File: src/rtl/sphase_pkg.sv
package sphase_pkg;
  localparam int PH_W   = 5;
  localparam int MODE_W = 4;
  localparam int N_CTRL = 2;

  localparam logic [MODE_W-1:0] MODE_LEGACY = 4'd0;
  localparam logic [MODE_W-1:0] MODE_MMCHS  = 4'd1;
  localparam logic [MODE_W-1:0] MODE_SDHS   = 4'd2;
  localparam logic [MODE_W-1:0] MODE_SDR12  = 4'd3;
  localparam logic [MODE_W-1:0] MODE_SDR25  = 4'd4;
  localparam logic [MODE_W-1:0] MODE_SDR50  = 4'd5;
  localparam logic [MODE_W-1:0] MODE_SDR104 = 4'd6;

  // extension word field positions (decoded by the controller)
  localparam int EXT_PH_LSB  = 16;
  localparam int EXT_DRV_LSB = 21;
  localparam int EXT_DLY_LSB = 26;

  // clock-control word field positions
  localparam int CK_DIV_LSB = 8;
  localparam int CK_DIV_W   = 4;
  localparam int CK_DLY_BIT = 13;
  localparam int CK_EN_BIT  = 16;
  localparam logic [CK_DIV_W-1:0] CK_DIV_VAL = 4'd7;

  // flag windows (inclusive)
  localparam int SHIFT_LO = 4;
  localparam int SHIFT_HI = 12;
  localparam int UDLY_LO  = 11;
  localparam int UDLY_HI  = 14;

  typedef struct packed {
    logic [PH_W-1:0] drv;
    logic [PH_W-1:0] dly;
    logic [PH_W-1:0] pmax;
    logic [PH_W-1:0] pmin;
  } tcfg_t;

  typedef enum logic [2:0] {
    ST_IDLE, ST_GATE, ST_GWAIT, ST_EXT, ST_SHIFT, ST_CLK, ST_SETTLE
  } st_e;

  function automatic tcfg_t mk_row(input int drv, input int dly, input int pmax, input int pmin);
    tcfg_t r;
    r.drv  = PH_W'(drv);
    r.dly  = PH_W'(dly);
    r.pmax = PH_W'(pmax);
    r.pmin = PH_W'(pmin);
    return r;
  endfunction
endpackage

File: src/rtl/sphase_table.sv
module sphase_table
  import sphase_pkg::*;
(
  input  logic              ctrl,
  input  logic [MODE_W-1:0] mode,
  output tcfg_t             cfg
);
  function automatic tcfg_t row_sd(input logic [MODE_W-1:0] m);
    case (m)
      MODE_LEGACY: return mk_row(7, 0, 15, 15);
      MODE_MMCHS:  return mk_row(6, 0, 4, 4);
      MODE_SDHS:   return mk_row(6, 0, 3, 3);
      MODE_SDR12:  return mk_row(6, 0, 15, 15);
      MODE_SDR25:  return mk_row(6, 0, 2, 2);
      MODE_SDR50:  return mk_row(4, 0, 11, 0);
      MODE_SDR104: return mk_row(6, 4, 15, 0);
      default:     return '0;
    endcase
  endfunction

  function automatic tcfg_t row_sdio(input logic [MODE_W-1:0] m);
    case (m)
      MODE_LEGACY: return mk_row(7, 0, 15, 15);
      MODE_SDHS:   return mk_row(6, 0, 15, 15);
      MODE_SDR12:  return mk_row(6, 0, 15, 15);
      MODE_SDR25:  return mk_row(6, 0, 0, 0);
      MODE_SDR50:  return mk_row(4, 0, 12, 0);
      MODE_SDR104: return mk_row(5, 4, 15, 0);
      default:     return '0;
    endcase
  endfunction

  tcfg_t rows [N_CTRL];

  for (genvar g = 0; g < N_CTRL; g++) begin : g_ctrl
    if (g == 0) begin : g_sd
      assign rows[g] = row_sd(mode);
    end else begin : g_sdio
      assign rows[g] = row_sdio(mode);
    end
  end

  assign cfg = rows[ctrl];
endmodule

File: src/rtl/sphase_calc.sv
module sphase_calc
  import sphase_pkg::*;
#(
  parameter int DATA_W = 32
)(
  input  tcfg_t              cfg,
  input  logic [MODE_W-1:0]  mode,
  input  logic               ovr_en,
  input  logic [PH_W-1:0]    ovr_ph,
  output logic [DATA_W-1:0]  ext_word,
  output logic [DATA_W-1:0]  shift_word,
  output logic [DATA_W-1:0]  clk_word
);
  logic [PH_W:0]   win_sum;
  logic [PH_W-1:0] phase;
  logic            in_shift, in_udly, shift_en, use_dly;

  always_comb begin
    win_sum  = {1'b0, cfg.pmax} + {1'b0, cfg.pmin};
    phase    = ovr_en ? ovr_ph : win_sum[PH_W:1];
    in_shift = (phase >= PH_W'(SHIFT_LO)) && (phase <= PH_W'(SHIFT_HI));
    in_udly  = (phase >= PH_W'(UDLY_LO)) && (phase <= PH_W'(UDLY_HI));
    // SDR104 applies its own delay rule plus the SDR50 shift rule
    shift_en = ((mode == MODE_SDR50) || (mode == MODE_SDR104)) && in_shift;
    use_dly  = (mode == MODE_SDR104) && in_udly;

    ext_word = '0;
    ext_word[EXT_PH_LSB  +: PH_W] = phase;
    ext_word[EXT_DRV_LSB +: PH_W] = cfg.drv;
    ext_word[EXT_DLY_LSB +: PH_W] = cfg.dly;

    shift_word    = '0;
    shift_word[0] = shift_en;

    clk_word = '0;
    clk_word[CK_DIV_LSB +: CK_DIV_W] = CK_DIV_VAL;
    clk_word[CK_DLY_BIT] = use_dly;
    clk_word[CK_EN_BIT]  = 1'b1;
  end
endmodule

File: src/rtl/sphase_seq.sv
module sphase_seq
  import sphase_pkg::*;
#(
  parameter int                ADDR_W     = 12,
  parameter int                DATA_W     = 32,
  parameter int                GATE_CYC   = 500,
  parameter int                SETTLE_CYC = 100000,
  parameter logic [ADDR_W-1:0] ADDR_CLK   = 12'h0F0,
  parameter logic [ADDR_W-1:0] ADDR_EXT   = 12'h108,
  parameter logic [ADDR_W-1:0] ADDR_SHIFT = 12'h110
)(
  input  logic              clk,
  input  logic              rst_n,
  input  logic              start,
  input  logic [DATA_W-1:0] ext_word,
  input  logic [DATA_W-1:0] shift_word,
  input  logic [DATA_W-1:0] clk_word,
  output logic              take,
  output logic              busy,
  output logic              done,
  output logic              wr_valid,
  input  logic              wr_ready,
  output logic [ADDR_W-1:0] wr_addr,
  output logic [DATA_W-1:0] wr_data
);
  localparam int LONGEST = (GATE_CYC > SETTLE_CYC) ? GATE_CYC : SETTLE_CYC;
  localparam int CNT_W   = $clog2(LONGEST + 1);
  localparam logic [CNT_W-1:0] GATE_LD   = CNT_W'(GATE_CYC - 1);
  localparam logic [CNT_W-1:0] SETTLE_LD = CNT_W'(SETTLE_CYC - 1);

  st_e              st;
  logic [CNT_W-1:0] cnt;
  logic             beat;

  assign busy     = (st != ST_IDLE);
  assign take     = start && !busy;
  assign wr_valid = (st == ST_GATE) || (st == ST_EXT) || (st == ST_SHIFT) || (st == ST_CLK);
  assign beat     = wr_valid && wr_ready;

  always_comb begin
    case (st)
      ST_GATE:  begin wr_addr = ADDR_CLK;   wr_data = '0;         end
      ST_EXT:   begin wr_addr = ADDR_EXT;   wr_data = ext_word;   end
      ST_SHIFT: begin wr_addr = ADDR_SHIFT; wr_data = shift_word; end
      ST_CLK:   begin wr_addr = ADDR_CLK;   wr_data = clk_word;   end
      default:  begin wr_addr = '0;         wr_data = '0;         end
    endcase
  end

  always_ff @(posedge clk or negedge rst_n) begin
    if (!rst_n) begin
      st   <= ST_IDLE;
      cnt  <= '0;
      done <= 1'b0;
    end else begin
      done <= 1'b0;
      case (st)
        ST_IDLE:   if (take) st <= ST_GATE;
        ST_GATE:   if (beat) begin st <= ST_GWAIT; cnt <= GATE_LD; end
        ST_GWAIT:  if (cnt == '0) st <= ST_EXT; else cnt <= cnt - 1'b1;
        ST_EXT:    if (beat) st <= ST_SHIFT;
        ST_SHIFT:  if (beat) st <= ST_CLK;
        ST_CLK:    if (beat) begin st <= ST_SETTLE; cnt <= SETTLE_LD; end
        ST_SETTLE: begin
          if (cnt == '0) begin
            st   <= ST_IDLE;
            done <= 1'b1;
          end else begin
            cnt <= cnt - 1'b1;
          end
        end
        default:   st <= ST_IDLE;
      endcase
    end
  end
endmodule

File: src/rtl/smpl_phase_prog.sv
module smpl_phase_prog
  import sphase_pkg::*;
#(
  parameter int                CLK_HZ     = 100_000_000,
  parameter int                GATE_US    = 5,
  parameter int                SETTLE_US  = 1000,
  parameter int                ADDR_W     = 12,
  parameter int                DATA_W     = 32,
  parameter logic [ADDR_W-1:0] ADDR_CLK   = 12'h0F0,
  parameter logic [ADDR_W-1:0] ADDR_EXT   = 12'h108,
  parameter logic [ADDR_W-1:0] ADDR_SHIFT = 12'h110
)(
  input  logic              clk,
  input  logic              rst_n,
  input  logic              start,
  input  logic              ctrl_sel,
  input  logic [MODE_W-1:0] mode,
  input  logic              ovr_en,
  input  logic [PH_W-1:0]   ovr_phase,
  output logic              busy,
  output logic              done,
  output logic              wr_valid,
  input  logic              wr_ready,
  output logic [ADDR_W-1:0] wr_addr,
  output logic [DATA_W-1:0] wr_data
);
  localparam int CYC_PER_US = CLK_HZ / 1_000_000;
  localparam int GATE_RAW   = CYC_PER_US * GATE_US;
  localparam int SETL_RAW   = CYC_PER_US * SETTLE_US;
  localparam int GATE_CYC   = (GATE_RAW < 1) ? 1 : GATE_RAW;
  localparam int SETTLE_CYC = (SETL_RAW < 1) ? 1 : SETL_RAW;

  logic              take;
  logic              q_ctrl, q_oen;
  logic [MODE_W-1:0] q_mode;
  logic [PH_W-1:0]   q_oph;
  tcfg_t             cfg;
  logic [DATA_W-1:0] ext_word, shift_word, clk_word;

  // request captured once; held for the whole sequence
  always_ff @(posedge clk or negedge rst_n) begin
    if (!rst_n) begin
      q_ctrl <= 1'b0;
      q_oen  <= 1'b0;
      q_mode <= '0;
      q_oph  <= '0;
    end else if (take) begin
      q_ctrl <= ctrl_sel;
      q_oen  <= ovr_en;
      q_mode <= mode;
      q_oph  <= ovr_phase;
    end
  end

  sphase_table u_table (
    .ctrl (q_ctrl),
    .mode (q_mode),
    .cfg  (cfg)
  );

  sphase_calc #(.DATA_W(DATA_W)) u_calc (
    .cfg        (cfg),
    .mode       (q_mode),
    .ovr_en     (q_oen),
    .ovr_ph     (q_oph),
    .ext_word   (ext_word),
    .shift_word (shift_word),
    .clk_word   (clk_word)
  );

  sphase_seq #(
    .ADDR_W     (ADDR_W),
    .DATA_W     (DATA_W),
    .GATE_CYC   (GATE_CYC),
    .SETTLE_CYC (SETTLE_CYC),
    .ADDR_CLK   (ADDR_CLK),
    .ADDR_EXT   (ADDR_EXT),
    .ADDR_SHIFT (ADDR_SHIFT)
  ) u_seq (
    .clk        (clk),
    .rst_n      (rst_n),
    .start      (start),
    .ext_word   (ext_word),
    .shift_word (shift_word),
    .clk_word   (clk_word),
    .take       (take),
    .busy       (busy),
    .done       (done),
    .wr_valid   (wr_valid),
    .wr_ready   (wr_ready),
    .wr_addr    (wr_addr),
    .wr_data    (wr_data)
  );
endmodule

File: config.mk
export PLATFORM = sky130hd
export DESIGN_NAME = smpl_phase_prog
export DESIGN_NICKNAME = d
export VERILOG_FILES = /design/src/rtl/sphase_pkg.sv /design/src/rtl/sphase_table.sv /design/src/rtl/sphase_calc.sv /design/src/rtl/sphase_seq.sv /design/src/rtl/smpl_phase_prog.sv
export SDC_FILE = /design/constraint.sdc
export NUM_CORES = 1
export LEC_CHECK = 0
export ABC_AREA = 1
export CAP_MARGIN = 15
export CELL_PAD_IN_SITES_DETAIL_PLACEMENT = 1
export CELL_PAD_IN_SITES_GLOBAL_PLACEMENT = 1
export CORE_ASPECT_RATIO = 0.9
export CORE_UTILIZATION = 50
export CTS_BUF_LIST = sky130_fd_sc_hd__clkbuf_8
export DETAILED_ROUTE_END_ITERATION = 12
export DONT_BUFFER_PORTS = 1
export GPL_TIMING_DRIVEN = 0
export HOLD_SLACK_MARGIN = 0.05
export PLACE_DENSITY = 0.9
export SLEW_MARGIN = 0
export SYNTH_ARGS = -nofsm -noshare
export SYNTH_HDL_FRONTEND = slang
export SYNTH_HIERARCHICAL = 1
export SYNTH_SLANG_ARGS = --single-unit
File: constraint.sdc
create_clock -name clk -period 6.87 [get_ports clk]
set_input_delay 1.374 -clock clk [delete_from_list [all_inputs] [get_ports clk]]
set_output_delay 1.374 -clock clk [all_outputs]
set_load 0.1 [all_outputs]
==> results of run 1 <==
==> cell type report <==
type                    count  area share, %
flip-flops and latches     32           17.4
well taps                  96           2.61
clock buffers               5           1.50
clock inverters             3          0.408
plain buffers             125           20.0
multi-input cells         536           52.3
inverters                  56           4.65
repair buffers              4           1.09
==> state kept, by name (all words and copies together) (netlist names) <==
register,cells
u_seq/st,3
u_seq/done,1
q_mode,4
q_oph,5
q_ctrl,1
u_seq/cnt,17
q_oen,1
==> per-layer routing <==
metal	track usage [%]	vias to the layer above	part of all wire (%)
met3	5.96	50	4.7
met1	34.5	2024	38
met2	63.1	140	54
met5	0	-	0
met4	15.1	0	3.6
li1	-	2034	-
==> path summary, 6_finish.rpt <==
kind	startpoint	endpoint	slack, ns	cells past startpoint
max	q_mode[1]	wr_data[0]	1.90	21
min	q_oph[1]	q_oph[1]	0.48	2
max reg2reg	u_seq/st[0]	q_oph[2]	4.52	9
min reg2reg	q_oph[1]	q_oph[1]	0.48	2
max in group asynchronous	rst_n	u_seq/st[1]	6.02	0
min in group asynchronous	rst_n	u_seq/st[0]	0.76	0
==> cells by family (layout without fill, tap and decap cells) <==
logic type,after synthesis,after routing,synth area share [%]
buffers and inverters,181,193,28.3
other,4,93,0.375
AO/OA/AOI/OAI,27,27,4.22
AND/OR/NAND/NOR,408,408,44.5
adder cells (fa/ha/maj),6,6,2.07
XOR/XNOR,2,2,0.438
flip-flops,32,32,20.0
==> worst max-delay path: cells and delay by family, from the launching register on <==
family	cells	cell delay, ns
adders and majority gates	1	0.43
buffers and inverters	4	0.37
DFF	1	0.51
and+or+nand+nor	16	1.98
==> synthesized netlist by cell type (9+ instances only) <==
cell type,count,share of area (%)
nand3_1,76,9.5
dfrtp_1,32,20
nor2_2,10,1.6
o21ai_2,9,2.0
buf_4,110,21
nand2_1,260,24
inv_1,41,3.8
nor2_1,37,3.5
inv_2,13,1.2
==> per-stage QoR <==
step / hold slack, ns / area, um2
6_report: 0.480 / 4600
5_1_grt: 0.525 / 4600
4_1_cts: 0.488 / 4600
3_5_place_dp: 0.469 / 4510
3_3_place_gp: 0.456 / 4450
2_1_floorplan: 0.442 / 4330
==> reports/qor.yml, run 1 <==
final_layout:
  final_cell_mix: "nand2_1, buf_4, conb_1"
  drive_above_1_share_pct: 24.3
  finish.utilization_pct: 60.1
  fillers: 1130
  layout_commonest_cell: "nand2_1"
  antenna_cells: 0
  final-instance-count-excl-fill: 857
  area_delta_synth_final_pct: 15.1
  multi_input_comb_area_um2: 2410
  layout.nets: 781
  seq_area_um2: 801
synth:
  synth_seq_cells: 32
  synthArstFlopShare_pct: 100
  synth_cell_type_count: 33
  netlist_area_um2: 4000
  synth.avg_cell_area_um2: 6.06
  synthCells: 660
  ys.flop_type: "dfrtp_1"
  synth_edf_count: 0
  ys_warn_count: 6
  yosysSeqAreaShare_pct: 20.0
floorplanning:
  die_h_um: 86.8
  die_x_um: 96.3
  start_util_pct: 52.2
  rows: 30
  core_um2: 7660
  io_pins: 62
  die-area_um2: 8360
placed_design:
  dpl.cell_count: 849
  dp_hpwl_um: 9270
  place.gp.congestion: 0.848
  pre_cts_slack_ns: 2.21
  portBuffers: 0
clocking:
  clock_latency_ns: 0.30
  cts-buffers-inserted: 5
  cts_hold_buffers: 0
  cts_sinks: 32
  clkSlewWorstSetupHoldPaths_ns: 0.07
  root_buffer: "clkbuf_8"
  cts_max_path_buffers: 2
  postCtsSetupBuffers: 0
  cts_tree: "done"
  cts-htree-levels: 2
  cts_repair_resize_count: 0
global_route:
  grt_pass1_wl_um: 21100
  grt_max_degree: 33
  overflow: 0
  grtUsageTotal_pct: 33.1
  grt_pass1_vias: 4447
  antenna_found_initial: 0
sta:
  setup_viol_count_final: 0
  max_freq_ghz: 0.201
  rsz0062_at_grt: "no"
  fin_crit_sh_pct: 72.4
  min_period_ns: 4.97
  hold_violations: 0
  setup_ws_ns: 1.90
  skew_ns: 0.0110
  relSlewSlack_pct: 26.7
  tightestPinTransition_ns: 1.10
  finalMaxSlewViolations: 0
  fin_setup_tns_ns: 0
routing:
  first_pass_iters: 4
  drt-initial-drc-count: 169
  dr_total_vias: 4248
  drt-wirelength-per-cell_um: 15.6
  wl_um: 13300
  ant_nets: 0
  vias_per_cell: 4.96
  drc_errors: 0
setup_path:
  critical_path_class: "register to output port"
  crit_chain: "nand2_1 -> inv_1 -> nand2_1 -> nand3_1 -> nand2_1 -> nand2_1 -> inv_1 -> fa_1 -> inv_1 -> nand2_1 -> nand2_1 -> nand3_1 -> nand2_1 -> nand2_1 -> nand2_1 -> nand2_2 -> nor2_2 -> nor2_2 -> buf_4 -> nand2_1 -> nand3_1"
  worstPathMaxFanout: 9
  worstPathRequired_ns: 5.50
  end_kind: "output port"
  startpoint_type: "register"
  slowest_delay_ns: 0.76
  crit_arrival_ns: 3.60
  crit_path_top_delay_cell: "nand3_1"
  critPathMostFrequentCell: "nand2_1"
hold_path:
  holdCritPathClass: "register to register"
flow_run:
  maxCapViolCount: 0
run_status:
  outcome: "finished clean"
Power of run 1 is left out: the tool's default activity adds up to more than one toggle a clock period on the data nets, which glitch-free logic cannot reach.
==> inputs of run 2 (changes only) <==
Settings changed: ABC_AREA 1 to 0, PLACE_DENSITY 0.9 to 0.84.
Clock period 6.87 ns to 4.6 ns, I/O delays scaled along.
==> run 2 against run 1 <==
  * Wire length decreased by 19%
  * Synthesized area decreased by 5.1%
  * Global-route usage decreased by 5.5 points
  * Largest cell class unchanged
  * Worst hold slack got worse by 0.16 ns
  * Clock skew decreased by 0.0051 ns
  * First-iteration DRC count decreased by 14%
  * Cell area decreased by 2.7%
  * Critical path depth decreased by 9
  * Utilization increased by 2.2 points
  * Final cell count decreased by 25%
==> reports/qor.yml, run 2 <==
run_status:
  outcome: "finished clean"  # unchanged
synth:
  synth_edf_count: 0  # unchanged
  netlist_area_um2: 3790  # was 4000 um2
  synth_seq_cells: 32  # unchanged
  ys.flop_type: "dfrtp_1"  # unchanged
  synth_common_cells: "buf_4, a22o_1, dfrtp_1, clkbuf_1, nand2_1"  # was nand2_1, buf_4, nand3_1, inv_1, nor2_1
  ys_warn_count: 6  # unchanged
  synth_top_area_cell: "buf_4"  # was nand2_1
  synthCells: 446  # was 660
  yosysSeqAreaShare_pct: 21.1  # was 20.0%
  synth_top_area_share_pct: 21.4  # was 24.4%
  synth_cell_type_count: 67  # was 33
  synth_most_common_cell: "buf_4"  # was nand2_1
  synth.avg_cell_area_um2: 8.51  # was 6.06 um2
  synth_area_leaders: "buf_4, dfrtp_1, a22o_1, mux2_4, clkbuf_1"  # was nand2_1, buf_4, dfrtp_1, nand3_1, inv_1
  synthArstFlopShare_pct: 100  # unchanged
setup_path:
  rr_startpoint: "u_seq/cnt[0]"  # was u_seq/st[0]
  crit_arrival_ns: 3.59  # was 3.60 ns
  critical_path_class: "register to output port"  # unchanged
  critPathMostFrequentCell: "a21oi_2"  # was nand2_1
  slowest_delay_ns: 0.44  # was 0.76 ns
  worstPathRequired_ns: 3.68  # was 5.50 ns
  worstPathMaxFanout: 5  # was 9
  crit_chain: "or3_1 -> a21oi_2 -> a211oi_2 -> ha_1 -> a21oi_2 -> a21boi_2 -> o41a_1 -> or3b_4 -> nor3_4 -> buf_4 -> a22o_1 -> a22o_4"  # was nand2_1 -> inv_1 -> nand2_1 -> nand3_1 -> nand2_1 -> nand2_1 -> inv_1 -> fa_1 -> inv_1 -> nand2_1 -> nand2_1 -> nand3_1 -> nand2_1 -> nand2_1 -> nand2_1 -> nand2_2 -> nor2_2 -> nor2_2 -> buf_4 -> nand2_1 -> nand3_1
  startpoint_type: "register"  # unchanged
  crit_path_top_delay_cell: "dfrtp_2"  # was nand3_1
  rr_worst_depth: 6  # was 9
  end_kind: "output port"  # unchanged
  rrSetupSlack_ns: 1.91  # was 4.52 ns
  reg2reg_to: "u_seq/cnt[10]"  # was q_oph[2]
sta:
  max_freq_ghz: 0.222
  tightestPinTransition_ns: 1.21  # was 1.10 ns
  fin_crit_sh_pct: 98.0
  rsz0062_at_grt: "yes"  # was no
  setup_ws_ns: 0.0927  # was 1.90 ns
  min_period_ns: 4.51
  fin_setup_tns_ns: 0  # unchanged
  setup_viol_count_final: 0  # unchanged
  relSlewSlack_pct: 19.4  # was 26.7%
  finalMaxSlewViolations: 0  # unchanged
  skew_ns: 0.00594  # was 0.0110 ns
  hold_violations: 0  # unchanged
routing:
  drc_errors: 0  # unchanged
  drt-initial-drc-count: 146  # was 169
  drt-wirelength-per-cell_um: 16.9  # was 15.6 um
  wl_um: 10800  # was 13300 um
  vias_per_cell: 5.34  # was 4.96
  first_pass_iters: 4  # unchanged
  dr_total_vias: 3434  # was 4248
  ant_nets: 0  # unchanged
global_route:
  grt_pass1_wl_um: 17300  # was 21100 um
  antenna_found_initial: 0  # unchanged
  grt_max_degree: 33  # unchanged
  grt_pass1_vias: 3585  # was 4447
  grtUsageTotal_pct: 27.5  # was 33.1%
  overflow: 0  # unchanged
final_layout:
  area_delta_synth_final_pct: 18.0  # was 15.1%
  final_area_um2: 4480  # was 4600 um2
  largest_register_ffs: 17  # unchanged
  antenna_cells: 0  # unchanged
  layout.nets: 571  # was 781
  drive_above_1_share_pct: 31.5  # was 24.3%
  largest_register: "u_seq/cnt"  # unchanged
  layout_commonest_cell: "buf_4"  # was nand2_1
  top_regs: "u_seq/cnt (17), q_oph (5), q_mode (4)"  # unchanged
  final_cell_mix: "buf_4, conb_1, a22o_1"  # was nand2_1, buf_4, conb_1
  finish.utilization_pct: 62.3  # was 60.1%
clocking:
  cts-buffers-inserted: 5  # unchanged
  cts_tree: "done"  # unchanged
  cts_sinks: 32  # unchanged
  cts_hold_buffers: 0  # unchanged
  root_buffer: "clkbuf_8"  # unchanged
  clock_latency_ns: 0.28  # was 0.30 ns
  clkSlewWorstSetupHoldPaths_ns: 0.07  # about the same
  cts-htree-levels: 2  # unchanged
  cts_max_path_buffers: 2  # unchanged
hold_path:
  holdCritPathClass: "primary input to asynchronous set/reset pin"  # was register to register
floorplanning:
  rows: 29  # was 30
  die-area_um2: 7940  # was 8360 um2
  die_x_um: 93.8  # was 96.3 um
  start_util_pct: 52.8  # was 52.2%
  io_pins: 62  # unchanged
  core_um2: 7180  # was 7660 um2
  die_h_um: 84.7  # was 86.8 um
flow_run:
  maxCapViolCount: 0  # unchanged
placed_design:
  place.gp.congestion: 0.873  # was 0.848
  dp_hpwl_um: 7880  # was 9270 um
  place_area_um2: 4290  # was 4510 um2
  portBuffers: 0  # unchanged
  pre_cts_slack_ns: -0.140  # was 2.21 ns
==> run 2: what timing repair did <==
item,4_1_cts,5_1_grt
gates resized for setup,6,8
endpoints found under the setup margin,2,3
buffers inserted,1,5
pin swaps,1,6
==> run 2: final cells by class <==
| type | instances | area [um2] |
|---|---|---|
| Fill cell | 921 | 2710 |
| Multi-Input combinational cell | 355 | 2380 |
| Buffer | 139 | 968 |
| Sequential cell | 32 | 806 |
| Tap cell | 93 | 116 |
| Clock buffer | 7 | 96.3 |
| Timing Repair Buffer | 8 | 76.3 |
| Inverter | 9 | 33.8 |
==> run 2: worst max-delay path by stage <==
stage                   start           to  slack, ns  depth (start not counted)
floorplan           q_mode[0]  wr_data[13]       0.27                         12
global placement    q_mode[2]  wr_data[13]      -0.04                         12
detailed placement  q_mode[2]  wr_data[13]      -0.14                         12
CTS                 q_mode[0]  wr_data[13]       0.02                         12
global route           q_ctrl  wr_data[13]      -0.03                         12
finish              q_mode[0]  wr_data[13]       0.09                         12
==> run 2: metal layers <==
layer	GRT usage [%]	wire length, um	up-vias
li1	-	-	1635
met1	33.9	4480	1668
met2	48.2	5590	101
met3	4.53	487	30
met4	9.37	284	0
met5	0	0	-
==> run 2: critical path: cells and delay by family (launching register included) <==
| kind | cells | cell delay, ns |
|---|---|---|
| AOI/OAI and AO/OA | 7 | 1.42 |
| and+or+nand+nor | 3 | 0.97 |
| DFF | 1 | 0.44 |
| adders and majority gates | 1 | 0.35 |
| buffers and inverters | 1 | 0.12 |
==> run 2: kinds of logic after synthesis <==
kind of cell	share of synthesized area [%]
buffers and inverters	26.4
XOR/XNOR	1.15
AO/OA/AOI/OAI	26.4
adder cells (fa/ha/maj)	2.18
other	0.396
multiplexers	5.57
AND/OR/NAND/NOR	16.8
flip-flops	21.1
==> run 2: through the flow <==
step | cells | hold slack, ns
final | 643 | 0.324
after floorplan | 535 | 0.482
after detailed placement | 630 | 0.525
after global routing | 643 | 0.311
after CTS | 638 | 0.310
after global placement | 628 | 0.506
Power of run 2 is left out for the same reason.
